--- src/rtl/pdn_pkg.sv ---
`timescale 1ns/1ps
package pdn_pkg;
  localparam int CFG_W  = 16;
  localparam int THR_W  = 8;
  localparam int MODE_W = 4;

  typedef enum logic [1:0] {PM_NONE, PM_ACTIVE, PM_PRECHG} pdn_mode_e;
  typedef enum logic [1:0] {ST_INIT, ST_ACTIVE, ST_PDN, ST_EXIT} pdn_state_e;

  function automatic pdn_mode_e decode_mode(input logic [MODE_W-1:0] code);
    case (code)
      4'd1:    return PM_ACTIVE;
      4'd6:    return PM_PRECHG;
      default: return PM_NONE;
    endcase
  endfunction
endpackage

--- src/rtl/pdn_idle_timer.sv ---
`timescale 1ns/1ps
module pdn_idle_timer #(
  parameter int THR_W = 8
) (
  input  logic             clk_i,
  input  logic             rst_ni,
  input  logic             busy_i,
  input  logic [THR_W-1:0] thr_i,
  output logic             expired_o
);
  localparam logic [THR_W-1:0] CNT_MAX = '1;

  logic [THR_W-1:0] cnt_q;

  always_ff @(posedge clk_i or negedge rst_ni) begin
    if (!rst_ni)               cnt_q <= '0;
    else if (busy_i)           cnt_q <= '0;
    else if (cnt_q != CNT_MAX) cnt_q <= cnt_q + 1'b1;
  end

  // zero threshold disables entry
  assign expired_o = (thr_i != '0) && (cnt_q >= thr_i);

  a_r2_restart: assert property (@(posedge clk_i) disable iff (!rst_ni)
    busy_i |=> (cnt_q == '0));

  a_r2_count_up: assert property (@(posedge clk_i) disable iff (!rst_ni)
    (!busy_i && cnt_q != CNT_MAX) |=> (cnt_q == $past(cnt_q) + 1'b1));
endmodule

--- src/rtl/pdn_exit_timer.sv ---
`timescale 1ns/1ps
module pdn_exit_timer #(
  parameter int W = 4
) (
  input  logic         clk_i,
  input  logic         rst_ni,
  input  logic         load_i,
  input  logic [W-1:0] load_val_i,
  output logic         done_o
);
  logic [W-1:0] cnt_q;

  always_ff @(posedge clk_i or negedge rst_ni) begin
    if (!rst_ni)           cnt_q <= '0;
    else if (load_i)       cnt_q <= load_val_i;
    else if (cnt_q != '0)  cnt_q <= cnt_q - 1'b1;
  end

  assign done_o = (cnt_q == '0);

  a_r8_count_down: assert property (@(posedge clk_i) disable iff (!rst_ni)
    (!load_i && cnt_q != '0) |=> (cnt_q == $past(cnt_q) - 1'b1));

  a_r8_load_blocks: assert property (@(posedge clk_i) disable iff (!rst_ni)
    (load_i && load_val_i != '0) |=> !done_o);
endmodule

--- src/rtl/pdn_rank_fsm.sv ---
`timescale 1ns/1ps
module pdn_rank_fsm
  import pdn_pkg::*;
#(
  parameter int TXP_CYC    = 4,
  parameter int TXPDLL_CYC = 12,
  parameter int TW         = 4
) (
  input  logic      clk_i,
  input  logic      rst_ni,
  input  logic      cfg_done_i,
  input  logic      arrival_i,
  input  logic      q_ne_i,
  input  logic      open_page_i,
  input  pdn_mode_e mode_i,
  input  logic      expired_i,
  output logic      cke_o,
  output logic      cmd_ok_o,
  output logic      data_ok_o
);
  localparam logic [TW-1:0] TXP_V    = TW'(TXP_CYC);
  localparam logic [TW-1:0] TXPDLL_V = TW'(TXPDLL_CYC);

  pdn_state_e st_q, st_d;
  logic       dll_off_q;
  logic       wake, enter, load;
  logic       cmd_done, data_done;

  assign wake  = arrival_i | q_ne_i | (mode_i == PM_NONE);
  assign enter = (mode_i != PM_NONE) && expired_i && !arrival_i && !q_ne_i
               && !(mode_i == PM_PRECHG && open_page_i);
  assign load  = (st_q == ST_PDN) && wake;

  always_comb begin
    st_d = st_q;
    case (st_q)
      ST_INIT:   if (cfg_done_i)             st_d = ST_ACTIVE;
      ST_ACTIVE: if (enter)                  st_d = ST_PDN;
      ST_PDN:    if (wake)                   st_d = ST_EXIT;
      ST_EXIT:   if (cmd_done && data_done)  st_d = ST_ACTIVE;
      default:                               st_d = ST_INIT;
    endcase
  end

  always_ff @(posedge clk_i or negedge rst_ni) begin
    if (!rst_ni) begin
      st_q      <= ST_INIT;
      dll_off_q <= 1'b0;
    end else begin
      st_q <= st_d;
      if (st_q == ST_ACTIVE && enter) dll_off_q <= (mode_i == PM_PRECHG);
    end
  end

  pdn_exit_timer #(.W(TW)) u_cmd_tmr (
    .clk_i      (clk_i),
    .rst_ni     (rst_ni),
    .load_i     (load),
    .load_val_i (TXP_V),
    .done_o     (cmd_done)
  );

  pdn_exit_timer #(.W(TW)) u_data_tmr (
    .clk_i      (clk_i),
    .rst_ni     (rst_ni),
    .load_i     (load),
    .load_val_i (dll_off_q ? TXPDLL_V : TXP_V),
    .done_o     (data_done)
  );

  assign cke_o     = (st_q == ST_ACTIVE) || (st_q == ST_EXIT);
  assign cmd_ok_o  = (st_q == ST_ACTIVE) || (st_q == ST_EXIT && cmd_done);
  assign data_ok_o = (st_q == ST_ACTIVE) || (st_q == ST_EXIT && data_done);

  a_r1_hold_low: assert property (@(posedge clk_i) disable iff (!rst_ni)
    (st_q == ST_INIT && !cfg_done_i) |=> !cke_o);

  a_r3_busy_stays_up: assert property (@(posedge clk_i) disable iff (!rst_ni)
    (st_q == ST_ACTIVE && (q_ne_i || arrival_i)) |=> cke_o);

  a_r5_none_stays_up: assert property (@(posedge clk_i) disable iff (!rst_ni)
    (st_q != ST_INIT && mode_i == PM_NONE) |=> cke_o);

  a_r7_open_page_blocks: assert property (@(posedge clk_i) disable iff (!rst_ni)
    (st_q == ST_ACTIVE && mode_i == PM_PRECHG && open_page_i) |=> cke_o);

  a_r8_wake_blocks_cmd: assert property (@(posedge clk_i) disable iff (!rst_ni)
    (st_q == ST_PDN && arrival_i) |=> (cke_o && !cmd_ok_o));

  a_r9_data_after_cmd: assert property (@(posedge clk_i) disable iff (!rst_ni)
    data_ok_o |-> cmd_ok_o);

  a_r9_dll_wait: assert property (@(posedge clk_i) disable iff (!rst_ni)
    (load && dll_off_q) |=> !data_ok_o);
endmodule

--- src/rtl/rank_pdn_ctrl.sv ---
`timescale 1ns/1ps
module rank_pdn_ctrl
  import pdn_pkg::*;
#(
  parameter int NUM_RANKS  = 4,
  parameter int TXP_CYC    = 4,
  parameter int TXPDLL_CYC = 12
) (
  input  logic                 clk_i,
  input  logic                 rst_ni,
  input  logic [NUM_RANKS-1:0] arrival_i,
  input  logic [NUM_RANKS-1:0] q_ne_i,
  input  logic [NUM_RANKS-1:0] open_page_i,
  input  logic [15:0]          cfg_word_i,
  input  logic                 cfg_done_i,
  output logic [NUM_RANKS-1:0] cke_o,
  output logic [NUM_RANKS-1:0] cmd_ok_o,
  output logic [NUM_RANKS-1:0] data_ok_o
);
  localparam int DLY_MAX = (TXPDLL_CYC > TXP_CYC) ? TXPDLL_CYC : TXP_CYC;
  localparam int TW      = $clog2(DLY_MAX + 1);

  pdn_mode_e        mode;
  logic [THR_W-1:0] thr;
  logic             unused_cfg;

  assign mode       = decode_mode(cfg_word_i[CFG_W-1 -: MODE_W]);
  assign thr        = cfg_word_i[THR_W-1:0];
  assign unused_cfg = ^cfg_word_i[CFG_W-MODE_W-1:THR_W];

  for (genvar r = 0; r < NUM_RANKS; r++) begin : g_rank
    logic expired;

    pdn_idle_timer #(.THR_W(THR_W)) u_idle (
      .clk_i     (clk_i),
      .rst_ni    (rst_ni),
      .busy_i    (arrival_i[r] | q_ne_i[r]),
      .thr_i     (thr),
      .expired_o (expired)
    );

    pdn_rank_fsm #(
      .TXP_CYC    (TXP_CYC),
      .TXPDLL_CYC (TXPDLL_CYC),
      .TW         (TW)
    ) u_fsm (
      .clk_i       (clk_i),
      .rst_ni      (rst_ni),
      .cfg_done_i  (cfg_done_i),
      .arrival_i   (arrival_i[r]),
      .q_ne_i      (q_ne_i[r]),
      .open_page_i (open_page_i[r]),
      .mode_i      (mode),
      .expired_i   (expired),
      .cke_o       (cke_o[r]),
      .cmd_ok_o    (cmd_ok_o[r]),
      .data_ok_o   (data_ok_o[r])
    );
  end

  a_r11_reset_low: assert property (@(posedge clk_i) !rst_ni |-> (cke_o == '0));
endmodule

--- config.mk ---
export PLATFORM = sky130hd
export DESIGN_NAME = rank_pdn_ctrl
export DESIGN_NICKNAME = d
export VERILOG_FILES = /design/src/rtl/pdn_pkg.sv /design/src/rtl/pdn_idle_timer.sv /design/src/rtl/pdn_exit_timer.sv /design/src/rtl/pdn_rank_fsm.sv /design/src/rtl/rank_pdn_ctrl.sv
export SDC_FILE = /design/constraint.sdc
export NUM_CORES = 1
export LEC_CHECK = 0
export CAP_MARGIN = 20
export CORE_ASPECT_RATIO = 0.7
export CORE_UTILIZATION = 57
export DETAILED_ROUTE_END_ITERATION = 10
export DONT_BUFFER_PORTS = 1
export PLACE_DENSITY = 0.72
export SLEW_MARGIN = 20
export SYNTH_ARGS = -nofsm -noshare
export SYNTH_HDL_FRONTEND = slang
export SYNTH_SLANG_ARGS = --single-unit
--- constraint.sdc ---
create_clock -name clk_i -period 4.94 [get_ports clk_i]
set_clock_uncertainty 0.1 [all_clocks]
set_input_delay 0.988 -clock clk_i [delete_from_list [all_inputs] [get_ports clk_i]]
set_output_delay 0.988 -clock clk_i [all_outputs]
set_load 0.1 [all_outputs]
==> results of run 1 <==
## path summary, 6_finish.rpt
| check | from | end | slack, ns | cells past startpoint |
|---|---|---|---|---|
| max in group asynchronous | rst_ni | g_rank[0].u_idle.cnt_q[1] | 4.36 | 0 |
| hold / removal | rst_ni | g_rank[1].u_fsm.u_data_tmr.cnt_q[1] | 0.24 | 0 |
| min in group clk_i | g_rank[0].u_fsm.dll_off_q | g_rank[0].u_fsm.dll_off_q | 0.41 | 1 |
| hold reg to reg | g_rank[0].u_fsm.dll_off_q | g_rank[0].u_fsm.dll_off_q | 0.41 | 1 |
| setup / recovery | g_rank[0].u_fsm.u_cmd_tmr.cnt_q[0] | cmd_ok_o[0] | 1.47 | 4 |
| setup reg to reg | g_rank[0].u_fsm.u_cmd_tmr.cnt_q[0] | g_rank[0].u_fsm.st_q[1] | 2.50 | 7 |
## layout make-up
| class | count | area share |
|---|---|---|
| sequential | 76 | 0.345 |
| multi-input combinational | 409 | 0.538 |
| tap | 120 | 0.0272 |
| timing repair buffer | 1 | 0.00136 |
| clock inverter | 5 | 0.0136 |
| clock buffer | 11 | 0.0441 |
| inverter | 45 | 0.0307 |
## critical path, stage by stage (launching register included)
cell,delay (ns)
dfrtp_1,0.40
inv_1,0.06
ha_1,0.19
or3b_2,0.54
o21bai_2,0.86
## through the flow
stage / cells / hold WS [ns] / setup slack [ns] / instance area (um^2) / utilization
final: 667 / 0.242 / 1.47 / 5510 / 0.642
after global routing: 667 / 0.224 / 1.34 / 5510 / 0.642
after CTS: 667 / 0.235 / 1.46 / 5500 / 0.641
after detailed placement: 651 / 0.397 / 1.83 / 5190 / 0.604
after global placement: 651 / 0.391 / 1.85 / 5190 / 0.604
after floorplan: 548 / 0.380 / 2.20 / 5120 / -
## cells in the final DEF (no fill, tap or decap), types with 4 or more instances in the layout
| cell type | instances |
|---|---|
| and3_1 | 11 |
| a31oi_1 | 10 |
| o211a_1 | 5 |
| nand3b_1 | 9 |
| nor3_1 | 10 |
| or3_1 | 10 |
| inv_1 | 45 |
| xnor2_1 | 16 |
| ha_1 | 64 |
| dfrtp_1 | 76 |
| mux2i_1 | 4 |
| or2_2 | 6 |
| o21ai_2 | 4 |
| a21oi_1 | 25 |
| nand2_1 | 22 |
| mux2_2 | 7 |
| nand3_1 | 19 |
| o32ai_1 | 4 |
| a211oi_1 | 16 |
| nor2_1 | 57 |
| or3b_1 | 4 |
| nand4_1 | 6 |
| clkbuf_16 | 9 |
| a21o_1 | 5 |
| nand2b_1 | 12 |
| o21ai_0 | 23 |
| nor2b_1 | 14 |
## power by group through the flow
stage               Clock [W]  Combinational [W]  Sequential, W
floorplan                   0            0.00137       0.000920
global placement            0            0.00142       0.000945
detailed placement          0            0.00148       0.000957
CTS                  0.000718            0.00149       0.000946
global route         0.000745            0.00163       0.000973
finish               0.000709            0.00148       0.000949
## state kept, by name, indices dropped and copies added, names as in the netlist
register	cells
g_rank.u_idle.cnt_q	32
g_rank.u_fsm.u_cmd_tmr.cnt_q	16
g_rank.u_fsm.u_data_tmr.cnt_q	16
g_rank.u_fsm.st_q	8
g_rank.u_fsm.dll_off_q	4
## per-layer routing
metal | global-route usage | part of all wire
met1 | 0.339 | 0.49
met4 | 0.0805 | 0.016
met3 | 0.0567 | 0.049
met5 | 0 | 0
met2 | 0.399 | 0.45
## cells by family (layout without fill, tap and decap cells)
logic type / Yosys count / count (layout) / synth area share
fa+ha+maj: 64 / 64 / 0.156
buf+inv: 63 / 62 / 0.0553
mux: 11 / 11 / 0.0232
xor+xnor: 18 / 18 / 0.0308
compound gates: 112 / 112 / 0.146
simple gates: 204 / 204 / 0.217
flops: 76 / 76 / 0.372
==> impl_metrics.tcl, run 1 <==
set metrics [dict create \
    syn_inst 548 \
    grt-ovfl-total 0 \
    ios 43 \
    first_iter_violations 311 \
    drv_cap 0 \
    routed_wirelength_um 10900 \
    drive_above_1_share 0.0804 \
    dieArea_um2 9370 \
    syn_area_um2 5120 \
    rsz0062_at_grt "false" \
    period_needed_ns 3.47 \
    critPathKind "reg2out" \
    wl_per_cell_um 16.3 \
    clock_latency_ns 0.33 \
    ctsHoldBuffers 0 \
    h-tree-depth 3 \
    worst_ep_required_time_ns 3.85 \
    antenna_found_initial 0 \
    synth_flop_cell "dfrtp_1" \
    vdd_drop_max_mv 0.274 \
    tightest_slew_ns 1.08 \
    final-setup-viol-count 0 \
    setup-tns-final_ns 0 \
    yosys-top-cells-count "dfrtp_1 (76), ha_1 (64), nor2_1 (57), inv_1 (45), o21ai_0 (27)" \
    power_density_nw_per_um2 570 \
    numCtsBuffers 9 \
    antenna_cells 0 \
    synth.distinct_cells 53 \
    synth_fp_nets 643 \
    power_w 0.00314 \
    clockRootBuffer "clkbuf_16" \
    grt_pass1_vias 3573 \
    grt_max_degree 77 \
    cp_max_fo 5 \
    num_vias 3930 \
    swShare 0.455 \
    start_util 0.596 \
    ys_seq_area_frac 0.372 \
    drc_errors 0 \
    synth.avg_cell_area_um2 9.34 \
    arrival_ns 2.38 \
    io_buffers 0 \
    syn_to_final_growth_pct 7.68 \
    post-cts-setup-buffers 0 \
    intPower_w 0.00171 \
    dr.pass1.iters 7 \
    comb_power_share 0.472 \
    sequentialPowerShare 0.302 \
    synth_area_leaders "dfrtp_1 (37%), ha_1 (16%), nor2_1 (4.2%)" \
    switchingPower_w 0.00143 \
    synth_top_area_share 0.372 \
    synth_edf_count 0 \
    clock_power_share 0.226 \
    leakagePower_nw 2.74 \
    track_usage 0.250 \
    synth_warnings 0 \
    ys_ff_latch 76 \
    cts_resized 0 \
    core_area_um2 8580 \
    final-hold-violation-count 0 \
    synth_top_cell_by_area "dfrtp_1" \
    nets 637 \
    viasPerCell 5.89 \
    fmax_ghz 0.288 \
    slew_headroom 0.277 \
    fp.dieH_um 81.3 \
    die_w_um 115 \
    grt_pass1_wl_um 17500 \
    cp-end-kind "output port" \
    status "complete, no violations" \
    multiInputGateArea_um2 2960 \
    hold_path_class "in2async" \
    clock-sinks 76 \
    synthArstFlopShare 1.00 \
    register_area_um2 1900 \
    hpwl_um 8110 \
    row_count 28 \
    place_congestion 0.893 \
    antenna_left 0 \
    clkTransAtPathRegs_ns 0.06 \
    fill_cells 721 \
    cp-start-kind "flop" \
    synth_most_common_cell "dfrtp_1" \
    clockBufferDepth 2 \
    fin_crit_sh 0.702 \
    drv_slew 0 \
    cts_tree "done" \
]
No activity file was read; power rests on OpenSTA's default activity.
==> inputs of run 2 (changes only) <==
- clock period: 4.94 -> 3.2 ns (I/O delays scaled with it)
==> impl_metrics.tcl, run 2 (synthesized netlist as in run 1, its figures left out) <==
set metrics [dict create \
    fin_crit_sh 0.896 \
    sequentialPowerShare 0.297 \
    final-setup-viol-count 0 \
    largest_reg_flops 32 \
    dr.pass1.iters 5 \
    reg.largest.list "g_rank.u_idle.cnt_q x32, g_rank.u_fsm.u_cmd_tmr.cnt_q x16, g_rank.u_fsm.u_data_tmr.cnt_q x16" \
    rr_startpoint "g_rank[3].u_fsm.u_cmd_tmr.cnt_q[0]" \
    switchingPower_w 0.00225 \
    cp-end-kind "output port" \
    cts_resized 0 \
    ctsHoldBuffers 1 \
    leakagePower_nw 2.80 \
    cts_tree "done" \
    h-tree-depth 3 \
    place_congestion 0.864 \
    cp_max_fo 5 \
    drc_errors 0 \
    tightest_slew_ns 0.723 \
    intPower_w 0.00267 \
    start_util 0.596 \
    clockRootBuffer "clkbuf_16" \
    drive_above_1_share 0.100 \
    clock_latency_ns 0.34 \
    viasPerCell 5.87 \
    reg2reg_slack_ns 0.73 \
    swShare 0.458 \
    critPathKind "reg2out" \
    cp_slowest_stage_delay_ns 0.62 \
    row_count 28 \
    setup-tns-final_ns 0 \
    grt_pass1_vias 3797 \
    antenna_cells 0 \
    clock_power_share 0.206 \
    reg2regPathDepth 7 \
    cp_slowest_cell "nor3b_1" \
    clockBufferDepth 2 \
    drv_cap 0 \
    top_register "g_rank.u_idle.cnt_q" \
    comb_power_share 0.497 \
    grt_max_degree 77 \
    whs_ns 0.0697 \
    hold_path_class "in2async" \
    layout_common_cells "dfrtp_1 (76), ha_1 (64), nor2_1 (57)" \
    fp.dieH_um 81.3 \
    antenna_found_initial 0 \
    placed_cell_area_um2 5280 \
    status "complete, no violations" \
    clock-sinks 76 \
    routed_wirelength_um 11000 \
    cp-start-kind "flop" \
    critPathTopFamily "simple AND/OR/NAND/NOR gates" \
    first_iter_violations 229 \
    io_buffers 0 \
    numCtsBuffers 9 \
    wl_per_cell_um 16.2 \
    rsz0062_at_grt "false" \
    die_w_um 115 \
    reg2reg_to "g_rank[3].u_fsm.st_q[0]" \
    fill_cells 720 \
    path_cells "inv_1, ha_1, nor3b_1, a21o_1, buf_4" \
    antenna_left 0 \
    grt_pass1_wl_um 17800 \
    stdcell_area_um2 5600 \
    syn_to_final_growth_pct 9.34 \
    num_vias 3989 \
    ios 43 \
    final_cells 679 \
    dieArea_um2 9370 \
    hpwl_um 8070 \
    power_density_nw_per_um2 880 \
    arrival_ns 2.13 \
    final_util 0.652 \
    track_usage 0.251 \
    period_needed_ns 2.87 \
    vdd_drop_max_mv 0.426 \
    drv_slew 0 \
    core_area_um2 8580 \
    worst_ep_required_time_ns 2.46 \
    worstPathBufferInverterCount 2 \
    slew_headroom 0.517 \
    nets 650 \
    fmax_ghz 0.349 \
    grt-ovfl-total 0 \
    final_common_cell "dfrtp_1" \
    dp_cells 663 \
    post-cts-setup-buffers 0 \
    clkTransAtPathRegs_ns 0.06 \
    final-hold-violation-count 0 \
]
## run 2: changes by cell type in the layout (fill, tap and decap cells not counted)
cell        previous run  this run
clkbuf_1               1         0
buf_4                  1        13
bufinv_16              2         1
nor4_2                 1         0
nor4_1                 3         4
clkinvlp_4             0         1
buf_16                 0         1
## run 2: worst reg2reg max path, stage by stage (launching register included)
cell	delay, ns
dfrtp_1	0.37
inv_1	0.09
ha_1	0.21
nor3b_1	0.62
nand2_1	0.14
a221o_1	0.39
a211oi_1	0.25
o32ai_1	0.16
## run 2: final cells by class
class | instances | area [um^2] | area share
tap | 120 | 150 | 0.0268
sequential | 76 | 1900 | 0.340
timing repair buffer | 14 | 125 | 0.0224
inverter | 45 | 169 | 0.0302
multi-input combinational | 409 | 2960 | 0.529
clock buffer | 10 | 239 | 0.0427
clock inverter | 5 | 52.6 | 0.00939
## run 2: worst max-delay path by stage
stage                                  startpoint                         to  slack (ns)  cells past startpoint
5_1_grt        g_rank[3].u_fsm.u_cmd_tmr.cnt_q[0]                cmd_ok_o[3]        0.25                      5
2_1_floorplan                       cfg_word_i[1]  g_rank[3].u_fsm.dll_off_q        0.81                      7
6_report       g_rank[3].u_fsm.u_cmd_tmr.cnt_q[0]                cmd_ok_o[3]        0.33                      5
4_1_cts        g_rank[3].u_fsm.u_cmd_tmr.cnt_q[0]                cmd_ok_o[3]        0.32                      5
3_3_place_gp                        cfg_word_i[2]    g_rank[1].u_fsm.st_q[1]        0.58                      7
3_5_place_dp                        cfg_word_i[1]  g_rank[0].u_fsm.dll_off_q        0.53                      7
## run 2: layer usage
layer  global-route usage  wire length [um]  vias to the layer above
met2                0.399              4970                      111
met5                    0                 0                        -
met1                0.330              5240                     1896
met3               0.0627               539                       23
li1                     -                 -                     1959
met4                0.103               214                        0
## run 2: power by group through the flow
| stage | combinational [W] | sequential (W) | clock (W) |
|---|---|---|---|
| 2_1_floorplan | 0.00212 | 0.00142 | 0 |
| 3_3_place_gp | 0.00231 | 0.00146 | 0 |
| 3_5_place_dp | 0.00241 | 0.00148 | 0 |
| 4_1_cts | 0.00246 | 0.00146 | 0.00103 |
| 5_1_grt | 0.00268 | 0.00150 | 0.00106 |
| 6_report | 0.00245 | 0.00146 | 0.00101 |
## run 2: stage by stage
step                setup slack [ns]  total power, W
finish                         0.331         0.00492
global route                   0.249         0.00525
CTS                            0.325         0.00495
detailed placement             0.527         0.00388
global placement               0.577         0.00377
floorplan                      0.806         0.00354
